==> src/rtl/psd_pkg.sv <==
package psd_pkg;
  typedef enum logic {MODE_P = 1'b0, MODE_P1 = 1'b1} psd_mode_e;

  // ratio legality: base modulus at least 2, at least one program pulse,
  // swallow count below the base modulus and not above the program count
  function automatic logic ratio_ok(input int unsigned p,
                                    input int unsigned a,
                                    input int unsigned b);
    return (p >= 2) && (b >= 1) && (a < p) && (a <= b);
  endfunction
endpackage

==> src/rtl/psd_prescaler.sv <==
module psd_prescaler
  import psd_pkg::*;
#(
  parameter int PW = 4
) (
  input  logic          clk,
  input  logic          rst,
  input  psd_mode_e     mode,
  input  logic [PW-1:0] p,
  output logic          tc
);
  logic [PW-1:0] cnt;
  logic [PW-1:0] term;

  // P+1 mode counts 0..P, P mode counts 0..P-1
  assign term = (mode == MODE_P1) ? p : p - 1'b1;
  assign tc   = (cnt == term);

  always_ff @(posedge clk) begin
    if (rst)      cnt <= '0;
    else if (tc)  cnt <= '0;
    else          cnt <= cnt + 1'b1;
  end

  // the fast counter never runs past the largest modulus
  p_pc_bounded_r2: assert property (@(posedge clk) disable iff (rst)
    cnt <= p);
endmodule

==> src/rtl/psd_counters.sv <==
module psd_counters
  import psd_pkg::*;
#(
  parameter int PW = 4,
  parameter int BW = 6
) (
  input  logic          clk,
  input  logic          rst,
  input  logic          tc,
  input  logic [PW-1:0] a,
  input  logic [BW-1:0] b,
  output psd_mode_e     mode,
  output logic          last
);
  logic [PW-1:0] swl_cnt;
  logic [BW-1:0] prg_cnt;

  assign mode = (swl_cnt < a) ? MODE_P1 : MODE_P;
  assign last = tc && (prg_cnt == b - 1'b1);

  always_ff @(posedge clk) begin
    if (rst) begin
      swl_cnt <= '0;
      prg_cnt <= '0;
    end else if (tc) begin
      if (last) begin
        swl_cnt <= '0;
        prg_cnt <= '0;
      end else begin
        prg_cnt <= prg_cnt + 1'b1;
        if (swl_cnt < a) swl_cnt <= swl_cnt + 1'b1;
      end
    end
  end

  // the swallow counter saturates at A
  p_swallow_bounded_r4: assert property (@(posedge clk) disable iff (rst)
    swl_cnt <= a);
  // the program counter wraps before reaching B
  p_prog_bounded_r2: assert property (@(posedge clk) disable iff (rst)
    prg_cnt < b);
endmodule

==> src/rtl/psd_config.sv <==
module psd_config
  import psd_pkg::*;
#(
  parameter int PW    = 4,
  parameter int BW    = 6,
  parameter int DEF_P = 4,
  parameter int DEF_A = 1,
  parameter int DEF_B = 3
) (
  input  logic          clk,
  input  logic          rst,
  input  logic          load,
  input  logic [PW-1:0] in_p,
  input  logic [PW-1:0] in_a,
  input  logic [BW-1:0] in_b,
  output logic [PW-1:0] p_q,
  output logic [PW-1:0] a_q,
  output logic [BW-1:0] b_q,
  output logic          err
);
  logic ok;
  assign ok = ratio_ok(32'(in_p), 32'(in_a), 32'(in_b));

  always_ff @(posedge clk) begin
    if (rst) begin
      p_q <= PW'(DEF_P);
      a_q <= PW'(DEF_A);
      b_q <= BW'(DEF_B);
      err <= 1'b0;
    end else if (load) begin
      if (ok) begin
        p_q <= in_p;
        a_q <= in_a;
        b_q <= in_b;
      end else begin
        err <= 1'b1;
      end
    end
  end

  // the active ratio only moves at a cycle boundary
  p_cfg_hold_r5: assert property (@(posedge clk) disable iff (rst)
    !load |=> ($stable(p_q) && $stable(a_q) && $stable(b_q)));
  // the error flag never clears outside reset
  p_err_sticky_r7: assert property (@(posedge clk) disable iff (rst)
    err |=> err);
endmodule

==> src/rtl/pswallow_divider.sv <==
module pswallow_divider
  import psd_pkg::*;
#(
  parameter int PW    = 4,
  parameter int BW    = 6,
  parameter int DEF_P = 4,
  parameter int DEF_A = 1,
  parameter int DEF_B = 3
) (
  input  logic          clk,
  input  logic          rst,
  input  logic [PW-1:0] cfg_p,
  input  logic [PW-1:0] cfg_a,
  input  logic [BW-1:0] cfg_b,
  output logic          div_out,
  output logic          mod_ctl,
  output logic          cfg_err
);
  logic [PW-1:0] p_q;
  logic [PW-1:0] a_q;
  logic [BW-1:0] b_q;
  logic          tc;
  logic          last;
  psd_mode_e     mode;

  psd_config #(
    .PW(PW), .BW(BW), .DEF_P(DEF_P), .DEF_A(DEF_A), .DEF_B(DEF_B)
  ) u_cfg (
    .clk(clk), .rst(rst), .load(last),
    .in_p(cfg_p), .in_a(cfg_a), .in_b(cfg_b),
    .p_q(p_q), .a_q(a_q), .b_q(b_q), .err(cfg_err)
  );

  psd_prescaler #(.PW(PW)) u_pre (
    .clk(clk), .rst(rst), .mode(mode), .p(p_q), .tc(tc)
  );

  psd_counters #(.PW(PW), .BW(BW)) u_cnt (
    .clk(clk), .rst(rst), .tc(tc), .a(a_q), .b(b_q),
    .mode(mode), .last(last)
  );

  assign div_out = last;
  assign mod_ctl = (mode == MODE_P1);

  // the divided output is never wider than one input clock
  p_pulse_single_r3: assert property (@(posedge clk) disable iff (rst)
    div_out |=> !div_out);
endmodule

==> config.mk <==
export PLATFORM = sky130hd
export DESIGN_NAME = pswallow_divider
export DESIGN_NICKNAME = d
export VERILOG_FILES = /design/src/rtl/psd_pkg.sv /design/src/rtl/psd_prescaler.sv /design/src/rtl/psd_counters.sv /design/src/rtl/psd_config.sv /design/src/rtl/pswallow_divider.sv
export SDC_FILE = /design/constraint.sdc
export NUM_CORES = 1
export LEC_CHECK = 0
export ABC_AREA = 1
export BUFFER_PORTS_ARGS = -buffer_cell sky130_fd_sc_hd__buf_4
export CAP_MARGIN = 20
export CORE_MARGIN = 2
export CORE_UTILIZATION = 64
export DETAILED_ROUTE_END_ITERATION = 6
export PLACE_DENSITY = 0.85
export SYNTH_ARGS = -nofsm -noshare
export SYNTH_HDL_FRONTEND = slang
export SYNTH_HIERARCHICAL = 1
export SYNTH_SLANG_ARGS = --single-unit
==> constraint.sdc <==
create_clock -name clk -period 10.1 [get_ports clk]
set_input_delay 2.02 -clock clk [delete_from_list [all_inputs] [get_ports clk]]
set_output_delay 2.02 -clock clk [all_outputs]
set_load 0.02 [all_outputs]
# ---- Word-level counts from Yosys, hierarchy flattened
# Index checks and enable logic that the tools add are counted.
dict set report word_totals {
  n_memories 0
  latch_bits 0
  inputBits 16
  elab_cells 34
  regBits 29
  mem_bits_ro 0
  output_inout_bits 3
  ramBits 0
}
dict set report op_classes {
  div_mod_pow 0
  eq_ne 2
  magnitude_cmp 5
  muxes 5
  n_addsub 5
  n_bitwise 1
  n_reduce_logical 9
  shift 0
  mul 0
}
# cell count
set op_table {}
lappend op_table {{$mux W4} 3}
lappend op_table {{$add A4 B1 Y4 const B} 2}
lappend op_table {{$lt A4 B4 Y1} 2}
lappend op_table {{$add A6 B1 Y6 const B} 1}
lappend op_table {{$eq A6 B6 Y1} 1}
lappend op_table {{$ge A6 B1 Y1 const B} 1}
lappend op_table {{$le A4 B6 Y1} 1}
lappend op_table {{$mux W6} 1}
lappend op_table {{$reduce_and A2 Y1} 3}
lappend op_table {{$sub A6 B1 Y6 const B} 1}
lappend op_table {{$eq A4 B4 Y1} 1}
lappend op_table {{$ge A4 B2 Y1 const B} 1}
lappend op_table {{$logic_and A1 B1 Y1} 4}
lappend op_table {{$sub A4 B1 Y4 const B} 1}
lappend op_table {{$reduce_bool A2 Y1} 1}
lappend op_table {{$reduce_or A2 Y1} 1}
lappend op_table {{$mux W1} 1}
lappend op_table {{$not A1 Y1} 1}

# ---- Depth between registers and ports, before layout
# Gate-level depths: netlist of the first run.
dict set report logic_depth {
  ltp_word 7
  depth_mapped 26
  depth_no_buf 23
}

# ---- Hierarchy
# The synthesis of the first run kept the hierarchy.
# module area_each_um2 n_inst seq_area_each_um2 cells_per_inst
set modules_own_cells {}
lappend modules_own_cells {psd_config 992.2 1 300.3 144}
lappend modules_own_cells {psd_counters 830.8 1 200.2 126}
lappend modules_own_cells {psd_prescaler 340.3 1 80.1 62}

# ---- Least setup slack after synthesis of the first run
# No wires, ideal clock.
dict set report synth_timing {
  kind {flip-flop to output port}
  start {register u_cfg.a_q[3]}
  end {output port div_out}
  t_required_ns 8.080
  n_path_buf 1
  slack_ns 5.480
  path_stages_with_launch 20
  arrival_time_ns 2.600
  cell_sequence {dfxtp_1 inv_1 ha_1 a21o_1 a31oi_2 inv_2 nand2_1 nand2_1 nand2_1 nand2_1 nor2_1 nand2_1 inv_1 buf_6 inv_2 a21oi_2 nand3_1 nor2_2 nand3_4 inv_1}
}
dict set report synth_between {
  elab_chain_len 5
}
# element line_no
set synth_rtl {}
lappend synth_rtl {{from (decl)} psd_config.sv:17} ;# output logic [PW-1:0] a_q,
lappend synth_rtl {{from (signal assigned)} psd_config.sv:27} ;# a_q <= PW'(DEF_A);
lappend synth_rtl {{from (signal assigned)} psd_config.sv:33} ;# a_q <= in_a;
lappend synth_rtl {{$lt A4 B4 Y1} psd_counters.sv:18} ;# assign mode = (swl_cnt < a) ? MODE_P1 : MODE_P;
lappend synth_rtl {{$mux W1} psd_counters.sv:18}
lappend synth_rtl {{named net mod_ctl} pswallow_divider.sv:16} ;# output logic mod_ctl,
lappend synth_rtl {{$mux W4} psd_prescaler.sv:16} ;# assign term = (mode == MODE_P1) ? p : p - 1'b1;
lappend synth_rtl {{$eq A4 B4 Y1} psd_prescaler.sv:17} ;# assign tc = (cnt == term);
lappend synth_rtl {{named net tc} pswallow_divider.sv:22} ;# logic tc;
lappend synth_rtl {{$logic_and A1 B1 Y1} psd_counters.sv:19} ;# assign last = tc && (prg_cnt == b - 1'b1);
lappend synth_rtl {{to (decl)} pswallow_divider.sv:15} ;# output logic div_out,
# The timed path passes the listed nets, and every way through them passes these cells.

# ---- Worst setup path after layout of the first run
dict set report layout_timing {
  start {register u_cfg.a_q[3]}
  end {output port div_out}
}
dict set report layout_between {
  elab_chain_len 5
}
# element line_no
set layout_rtl {}
lappend layout_rtl {{$lt A4 B4 Y1} psd_counters.sv:18}
lappend layout_rtl {{$mux W1} psd_counters.sv:18}
lappend layout_rtl {{$mux W4} psd_prescaler.sv:16}
lappend layout_rtl {{$eq A4 B4 Y1} psd_prescaler.sv:17}
lappend layout_rtl {{named net tc} pswallow_divider.sv:22}
lappend layout_rtl {{$logic_and A1 B1 Y1} psd_counters.sv:19}
# The timed path passes the listed nets, and every way through them passes these cells.

==> impl_results.md, run 1 <==
* RSZ-0062 raised after global routing: false
* # port buffers at 18
* Final Wtd Congestion at 0.803
* Total power at ~0.3 mW
* R2R Setup Slk at 6.38 ns
* Max-slew violation count at 0
* Num CTS Buffers at 5
* Power per cell area at 129 nW/um^2
* H-tree Lvls at 2
* Clk_skew at ~0.0013 ns
* Hold Fails Final Rpt at 0
* DRT iter0 DRCs at 94
* Die area at 3860 sq um
* Cts repair resizes at 0
* Worst r2r path cells at 21
* XOR/XNOR Fraction of Synth Area at 4.05%
* ANT cells at 0
* Hold Crit Endpoint: u_cfg/a_q[0]
* Netlist cell types at 30
* Residual DRC at 0
* Min cycle time layout at between 5 and 6 ns
* Status: finished clean
* Yosys warning total at 6
* Hold Buf Count CTS at 0
* Post-synthesis simple-gate area fraction at between 40% and 50%
* Row Count at 21
* Largest family of logic cells by synthesized area: simple AND/OR/NAND/NOR gates
* Commonest cells after routing, fill and taps aside: nand2_1, inv_1, dfxtp_1
* Gr usage total at 23.4%
* Vias per Instance at ~5.0
* Core area at 3280 sq um
* Cell Area, Synth at 2160 sq um
* Seq/Total Area, Yosys at 26.8%
* Post-CTS setup buffer count at 0
* First-pass GRT wire length at 7.42 mm
* Period utilisation layout at a little under three fifths
* Number of synthesized register bits at 29
* Chip width at ~62 um
* Nets at between 300 and 400
* Clock Latency Late Sink at approximately 0.33 ns
* Design Area, Final at about 2400 sq um
* Clk buf depth at 2
* Total grt overflow at 0
* Most common cell after layout, fill and taps aside: nand2_1
* Setup crit start kind: register
* R2r endpoint: u_cfg/b_q[0]
* I/O pin count at 19
* Vias in the first global route at ~1,800
* Worst Path Required at approximately 8.1 ns
* Number of max-cap violations at 0
* Antenna viol nets, final at 0
* Initial antenna violation count at 0
* Clock Sink Count at 29
* Syn Nets at 363
* Worst-path clk slew at 0.09 ns
* Post-synthesis cell count at ~330
* Die Ht at slightly above 60 um
* Clock root buffer: clkbuf_4
* Initial core utilization at 65.9%
* Complex-gate fraction of the synthesized area at approximately 4.6%
* Startpoint of the worst hold path: u_cfg/a_q[0]
* Layout area overhead at 9.43%
* WL/cell at 10.6 um
* Critical path class: reg -> out
* Hold Path Cell Cnt at 2
* Worst slew pin tran at around 0.55 ns
* Synthesized area per cell at 6.52 sq um
* Mux cell area share after synthesis at 0%
* DP HPWL at 3.29 mm
* CTS tree: yes
* Worst min path class: reg -> reg
* Pre-antenna DRT Iters at 4
* Peak VDD IR at 67.4 uV
* Worst rel slew slack at 63.2%
* Final setup TNS at 0 ns
* Largest net degree at the start of global routing at 18
* Final WL at 4.22 mm
* CP max FO at 17
* Max Clk Rate at 175 MHz
* Critical path capture point type: output pin
* Via count at between 1,500 and 2,000
* Placed Area at around 2300 sq um
* WHS at 0.499 ns
* Cell leakage power at 1.22 nW
* Share of layout cells above drive strength 1 at 21.9%
* Final setup violating endpoints at 0
* Critical Path AT at 3.69 ns
* Worst r2r src: u_cfg/a_q[3]
* Adder-cell share of the synthesized area at 8.68%
-- registers in the layout, indices dropped and copies added, names as in the netlist --
| signal | cells |
|---|---|
| u_cfg/a_q | 4 |
| u_cfg/b_q | 6 |
| u_cfg/err | 1 |
| u_cfg/p_q | 4 |
| u_cnt/prg_cnt | 6 |
| u_cnt/swl_cnt | 4 |
| u_pre/cnt | 4 |
-- power by group --
| part | total [mW] | switching, mW | internal [mW] |
|---|---|---|---|
| registers | 0.133 | 0.0100 | 0.123 |
| clock network | 0.0689 | 0.0427 | 0.0262 |
| logic | 0.104 | 0.0653 | 0.0382 |
| total | 0.306 | 0.118 | 0.188 |
-- routing by layer --
layer	part of all wire, %	GRT usage (%)	up-vias
li1	-	-	1049
met1	46	27.9	879
met2	47	41.6	52
met3	5.7	4.53	4
met4	0.76	8.61	0
met5	0	0	-
-- synthesized netlist by cell type --
master / count / area, sq um
nand3_1: 20 / 100
nor2_1: 28 / 105
nand3_2: 4 / 40.0
nand2_2: 14 / 87.6
nor2_4: 1 / 11.3
xnor2_1: 2 / 17.5
ha_1: 15 / 188
nor3_2: 1 / 10.0
buf_2: 2 / 10.0
a21o_1: 1 / 7.51
buf_6: 2 / 22.5
a21oi_2: 3 / 26.3
nand2_1: 89 / 334
a21oi_1: 4 / 20.0
clkbuf_1: 2 / 7.51
nand2_4: 1 / 11.3
inv_2: 15 / 56.3
buf_1: 1 / 3.75
nor2_2: 8 / 50.1
xor2_1: 8 / 70.1
nand4_1: 15 / 93.8
o21bai_1: 1 / 7.51
inv_1: 58 / 218
o21ai_1: 2 / 10.0
dfxtp_1: 29 / 581
or2_1: 1 / 6.26
a21oi_4: 1 / 16.3
a31oi_2: 1 / 12.5
nor3_1: 1 / 5.00
nand3_4: 2 / 35.0
-- cell families (layout without fill, tap and decap cells) --
| logic type | count (synthesis) | in the layout |
|---|---|---|
| compound gates | 13 | 13 |
| buf+inv | 80 | 99 |
| xor+xnor | 10 | 10 |
| simple gates | 185 | 185 |
| fa+ha+maj | 15 | 15 |
| flops | 29 | 29 |
-- cell type report --
cell class	instances	area [sq um]
multi-input cells	223	1260
fillers	269	917
flip-flops and latches	29	581
inverters	73	274
repair buffers	18	135
well taps	46	57.6
clock buffers	5	37.5
clock inverters	3	17.5
-- worst max-delay path, cell delays in order, from the launching register on --
cell	delay, ns
dfxtp_1	0.35
inv_1	0.05
ha_1	0.31
a21o_1	0.20
a31oi_2	0.38
inv_2	0.10
nand2_1	0.11
nand2_1	0.05
nand2_1	0.05
nand2_1	0.05
nor2_1	0.12
nand2_1	0.09
inv_1	0.22
inv_2	0.07
a21oi_2	0.11
nand3_1	0.10
nor2_2	0.17
nand3_4	0.13
inv_1	0.44
buf_4	0.24
-- how the worst max path moves through the flow --
stage,from,to,slack [ns],cells after the start
3_3_place_gp,u_cfg/a_q[3],div_out,5.01,19
6_report,u_cfg/a_q[3],div_out,4.39,19
5_1_grt,u_cfg/a_q[3],div_out,4.09,19
2_1_floorplan,u_cfg/a_q[3],div_out,5.48,19
3_5_place_dp,u_cfg/a_q[3],div_out,4.85,19
4_1_cts,u_cfg/a_q[3],div_out,4.40,19
-- stage by stage --
step                utilization, %  setup slack (ns)  instances
floorplan                        -              5.48        332
global placement              70.4              5.01        389
detailed placement            70.4              4.85        389
CTS                           72.1              4.40        397
global route                  72.1              4.09        397
finish                        72.1              4.39        397
Power figures use the tool's default switching activity.
==> run 2: changes to the inputs <==
--- a/config.mk
+++ b/config.mk
@@ -9,9 +9,9 @@
 export BUFFER_PORTS_ARGS = -buffer_cell sky130_fd_sc_hd__buf_4
 export CAP_MARGIN = 20
 export CORE_MARGIN = 2
-export CORE_UTILIZATION = 64
+export CORE_UTILIZATION = 60
 export DETAILED_ROUTE_END_ITERATION = 6
-export PLACE_DENSITY = 0.85
+export PLACE_DENSITY = 0.8
 export SYNTH_ARGS = -nofsm -noshare
 export SYNTH_HDL_FRONTEND = slang
 export SYNTH_HIERARCHICAL = 1
==> constraint.sdc (replaced) <==
create_clock -name clk -period 5.5 [get_ports clk]
set_input_delay 1.1 -clock clk [delete_from_list [all_inputs] [get_ports clk]]
set_output_delay 1.1 -clock clk [all_outputs]
set_load 0.02 [all_outputs]
==> run 2 against run 1 <==
Net effect:
- via count decreased by 2.9%
- sequential share of layout area decreased by 0.15 points
- power increased by 91%
- worst hold slack got worse by 0.024 ns
- critical path depth unchanged
- wire length decreased by 2.0%
- cell count unchanged
- count of clock-buffer cells in the layout increased by 2
- non-clock buffer count unchanged
- design area increased by 0.63%
==> impl_results.md, run 2 (synthesis results as in run 1) <==
* Status: finished clean
* DRT iter0 DRCs at 101 (+7.4%)
* Register Area at 581 sq um (unchanged)
* I/O pin count at 19 (unchanged)
* Placed Area at 2310 sq um (unchanged)
* Clk buf depth at 2 (unchanged)
* Cell internal pwr at 0.370 mW (+98%)
* Power per cell area at 245 nW/um^2 (+90%)
* Peak VDD IR at 191 uV (+180%)
* Net Sw Frac at 36.5% (-2.2 points)
* Clock group share of total power at 25.2% (+2.7 points)
* Worst-path clk slew at 0.10 ns (about the same)
* Worst rel slew slack at 67.4% (+4.1 points)
* Row Count at 21 (unchanged)
* R2R Setup Slk at 1.88 ns (-4.50 ns)
* Gr usage total at 22.4% (-0.91 points)
* Final worst slack at 0.855 ns (-3.53 ns)
* Number of max-cap violations at 0 (unchanged)
* Commonest cells after routing, fill and taps aside: nand2_1, inv_1, dfxtp_1
* Comb pwr share at 32.8% (-1.1 points)
* Worst min path class: reg -> reg
* Pre-antenna DRT Iters at 4 (unchanged)
* Clock Latency Late Sink at 0.33 ns (about the same)
* RSZ-0062 raised after global routing: false
* Largest registers: u_cfg/b_q x6, u_cnt/prg_cnt x6
* Period utilisation layout at 84.4%
* Final Wtd Congestion at 0.810 (+0.76%)
* Vias per Instance at 4.85 (-2.9%)
* Total grt overflow at 0 (unchanged)
* Max-slew violation count at 0 (unchanged)
* Fin util at 70.3% (-1.8 points)
* Startpoint of the worst hold path: u_cfg/a_q[0]
* Final setup TNS at 0 ns (unchanged)
* P_sw at 0.213 mW (+80%)
* Layout area overhead at 10.1%
* # port buffers at 18 (unchanged)
* Hold Buf Count CTS at 0 (unchanged)
* Critical Path AT at 3.54 ns (-0.15 ns)
* Num CTS Buffers at 5 (unchanged)
* Worst r2r path cells at 22 (+4.8%)
* Nets at 381 (unchanged)
* Clk_skew at 0.0107 ns (+0.00939 ns)
* Multi-input gate area at 1260 sq um (unchanged)
* WHS at 0.475 ns (-0.0242 ns)
* Design Area, Final at 2380 sq um (+0.63%)
* Min cycle time layout at 4.64 ns
* Core area at 3390 sq um (+3.2%)
* Vias in the first global route at 1,828 (+0.72%)
* First-pass GRT wire length at 7.29 mm (-1.7%)
* Die area at 4100 sq um (+6.2%)
* Cts repair resizes at 0 (unchanged)
* Post-place setup slack at 1.21 ns (-3.64 ns)
* CTS tree: yes
* Critical path class: reg -> out
* H-tree Lvls at 2 (unchanged)
* DP HPWL at 3.29 mm (about the same)
* Post-CTS setup buffer count at 0 (unchanged)
* Final setup violating endpoints at 0 (unchanged)
* Largest net degree at the start of global routing at 18 (unchanged)
* Initial antenna violation count at 0 (unchanged)
* Setup crit start kind: register
* Via count at 1,927 (-2.9%)
* WL/cell at 10.4 um (-2.0%)
* Critical path capture point type: output pin
* Most common cell after layout, fill and taps aside: nand2_1
* Hold Path Cell Cnt at 2 (unchanged)
* Cell leakage power at 1.23 nW (+0.85%)
* Share of layout cells above drive strength 1 at 21.9% (unchanged)
* Hold Fails Final Rpt at 0 (unchanged)
* Residual DRC at 0 (unchanged)
* Hold Crit Endpoint: u_cfg/a_q[0]
* Max Clk Rate at 215 MHz
* Chip width at 64.0 um (+3.1%)
* Die Ht at 64.0 um (+3.1%)
* ANT cells at 0 (unchanged)
* Clock root buffer: clkbuf_4
* Antenna viol nets, final at 0 (unchanged)
* Worst r2r src: u_cfg/a_q[3]
* R2r endpoint: u_cfg/p_q[0]
* Reg power frac at 42.1% (-1.5 points)
* Clock Sink Count at 29 (unchanged)
* Initial core utilization at 63.8% (-2.0 points)
* Worst Path Required at 4.40 ns (-3.68 ns)
* Worst slew pin tran at 0.489 ns (-0.0621 ns)
* Final WL at 4.13 mm (-2.0%)
* Fillers at 302 (+12%)
* CP max FO at 17 (unchanged)
[run 2: cell types whose count changed in the layout (fill, tap and decap cells not counted), sizes merged]
cell	change
clkinv	-1
clkinvlp	-1
clkbuf	+2
[run 2: final cells by class]
| class | instances | share of cell area (%) |
|---|---|---|
| Clock buffer | 7 | 2.73 |
| Inverter | 73 | 11.5 |
| Sequential cell | 29 | 24.4 |
| Clock inverter | 1 | 0.210 |
| Tap cell | 46 | 2.42 |
| Multi-Input combinational cell | 223 | 53.1 |
| Timing Repair Buffer | 18 | 5.67 |
[run 2: worst max-delay path by stage]
stage,startpoint,endpoint,slack [ns],depth (start not counted)
floorplan,u_cfg/a_q[3],div_out,1.80,19
finish,u_cfg/a_q[3],div_out,0.86,19
detailed placement,u_cfg/a_q[3],div_out,1.21,19
global placement,u_cfg/a_q[3],div_out,1.35,19
CTS,u_cfg/a_q[3],div_out,0.82,19
global route,u_cfg/a_q[3],div_out,0.50,19
[run 2: critical path, stage by stage (launching register included)]
cell	delay [ns]
dfxtp_1	0.34
inv_1	0.05
ha_1	0.31
a21o_1	0.19
a31oi_2	0.39
inv_2	0.10
nand2_1	0.10
inv_1	0.04
nand3_1	0.06
nand2_1	0.05
nor2_1	0.09
nand2_1	0.08
inv_1	0.23
inv_2	0.07
a21oi_2	0.10
nand3_1	0.09
nor2_2	0.16
nand3_4	0.13
inv_1	0.39
buf_4	0.23
[run 2: routing by layer]
metal	vias up	share of wire (%)	global-route usage [%]
met2	23	49	39.3
met5	-	0	0
met3	9	2.5	4.75
met4	0	1.7	10.1
met1	853	47	26.0
li1	1042	-	-
[run 2: per-stage QoR]
step / power, mW / std cells
finish: 0.583 / 397
global route: 0.627 / 397
CTS: 0.587 / 397
detailed placement: 0.440 / 389
global placement: 0.434 / 389
floorplan: 0.400 / 332
[run 2: power groups by stage]
stage | logic [mW] | clock network [mW] | registers, mW
2_1_floorplan | 0.156 | 0 | 0.244
3_3_place_gp | 0.184 | 0 | 0.249
3_5_place_dp | 0.190 | 0 | 0.249
4_1_cts | 0.191 | 0.151 | 0.245
5_1_grt | 0.221 | 0.159 | 0.247
6_report | 0.191 | 0.147 | 0.245
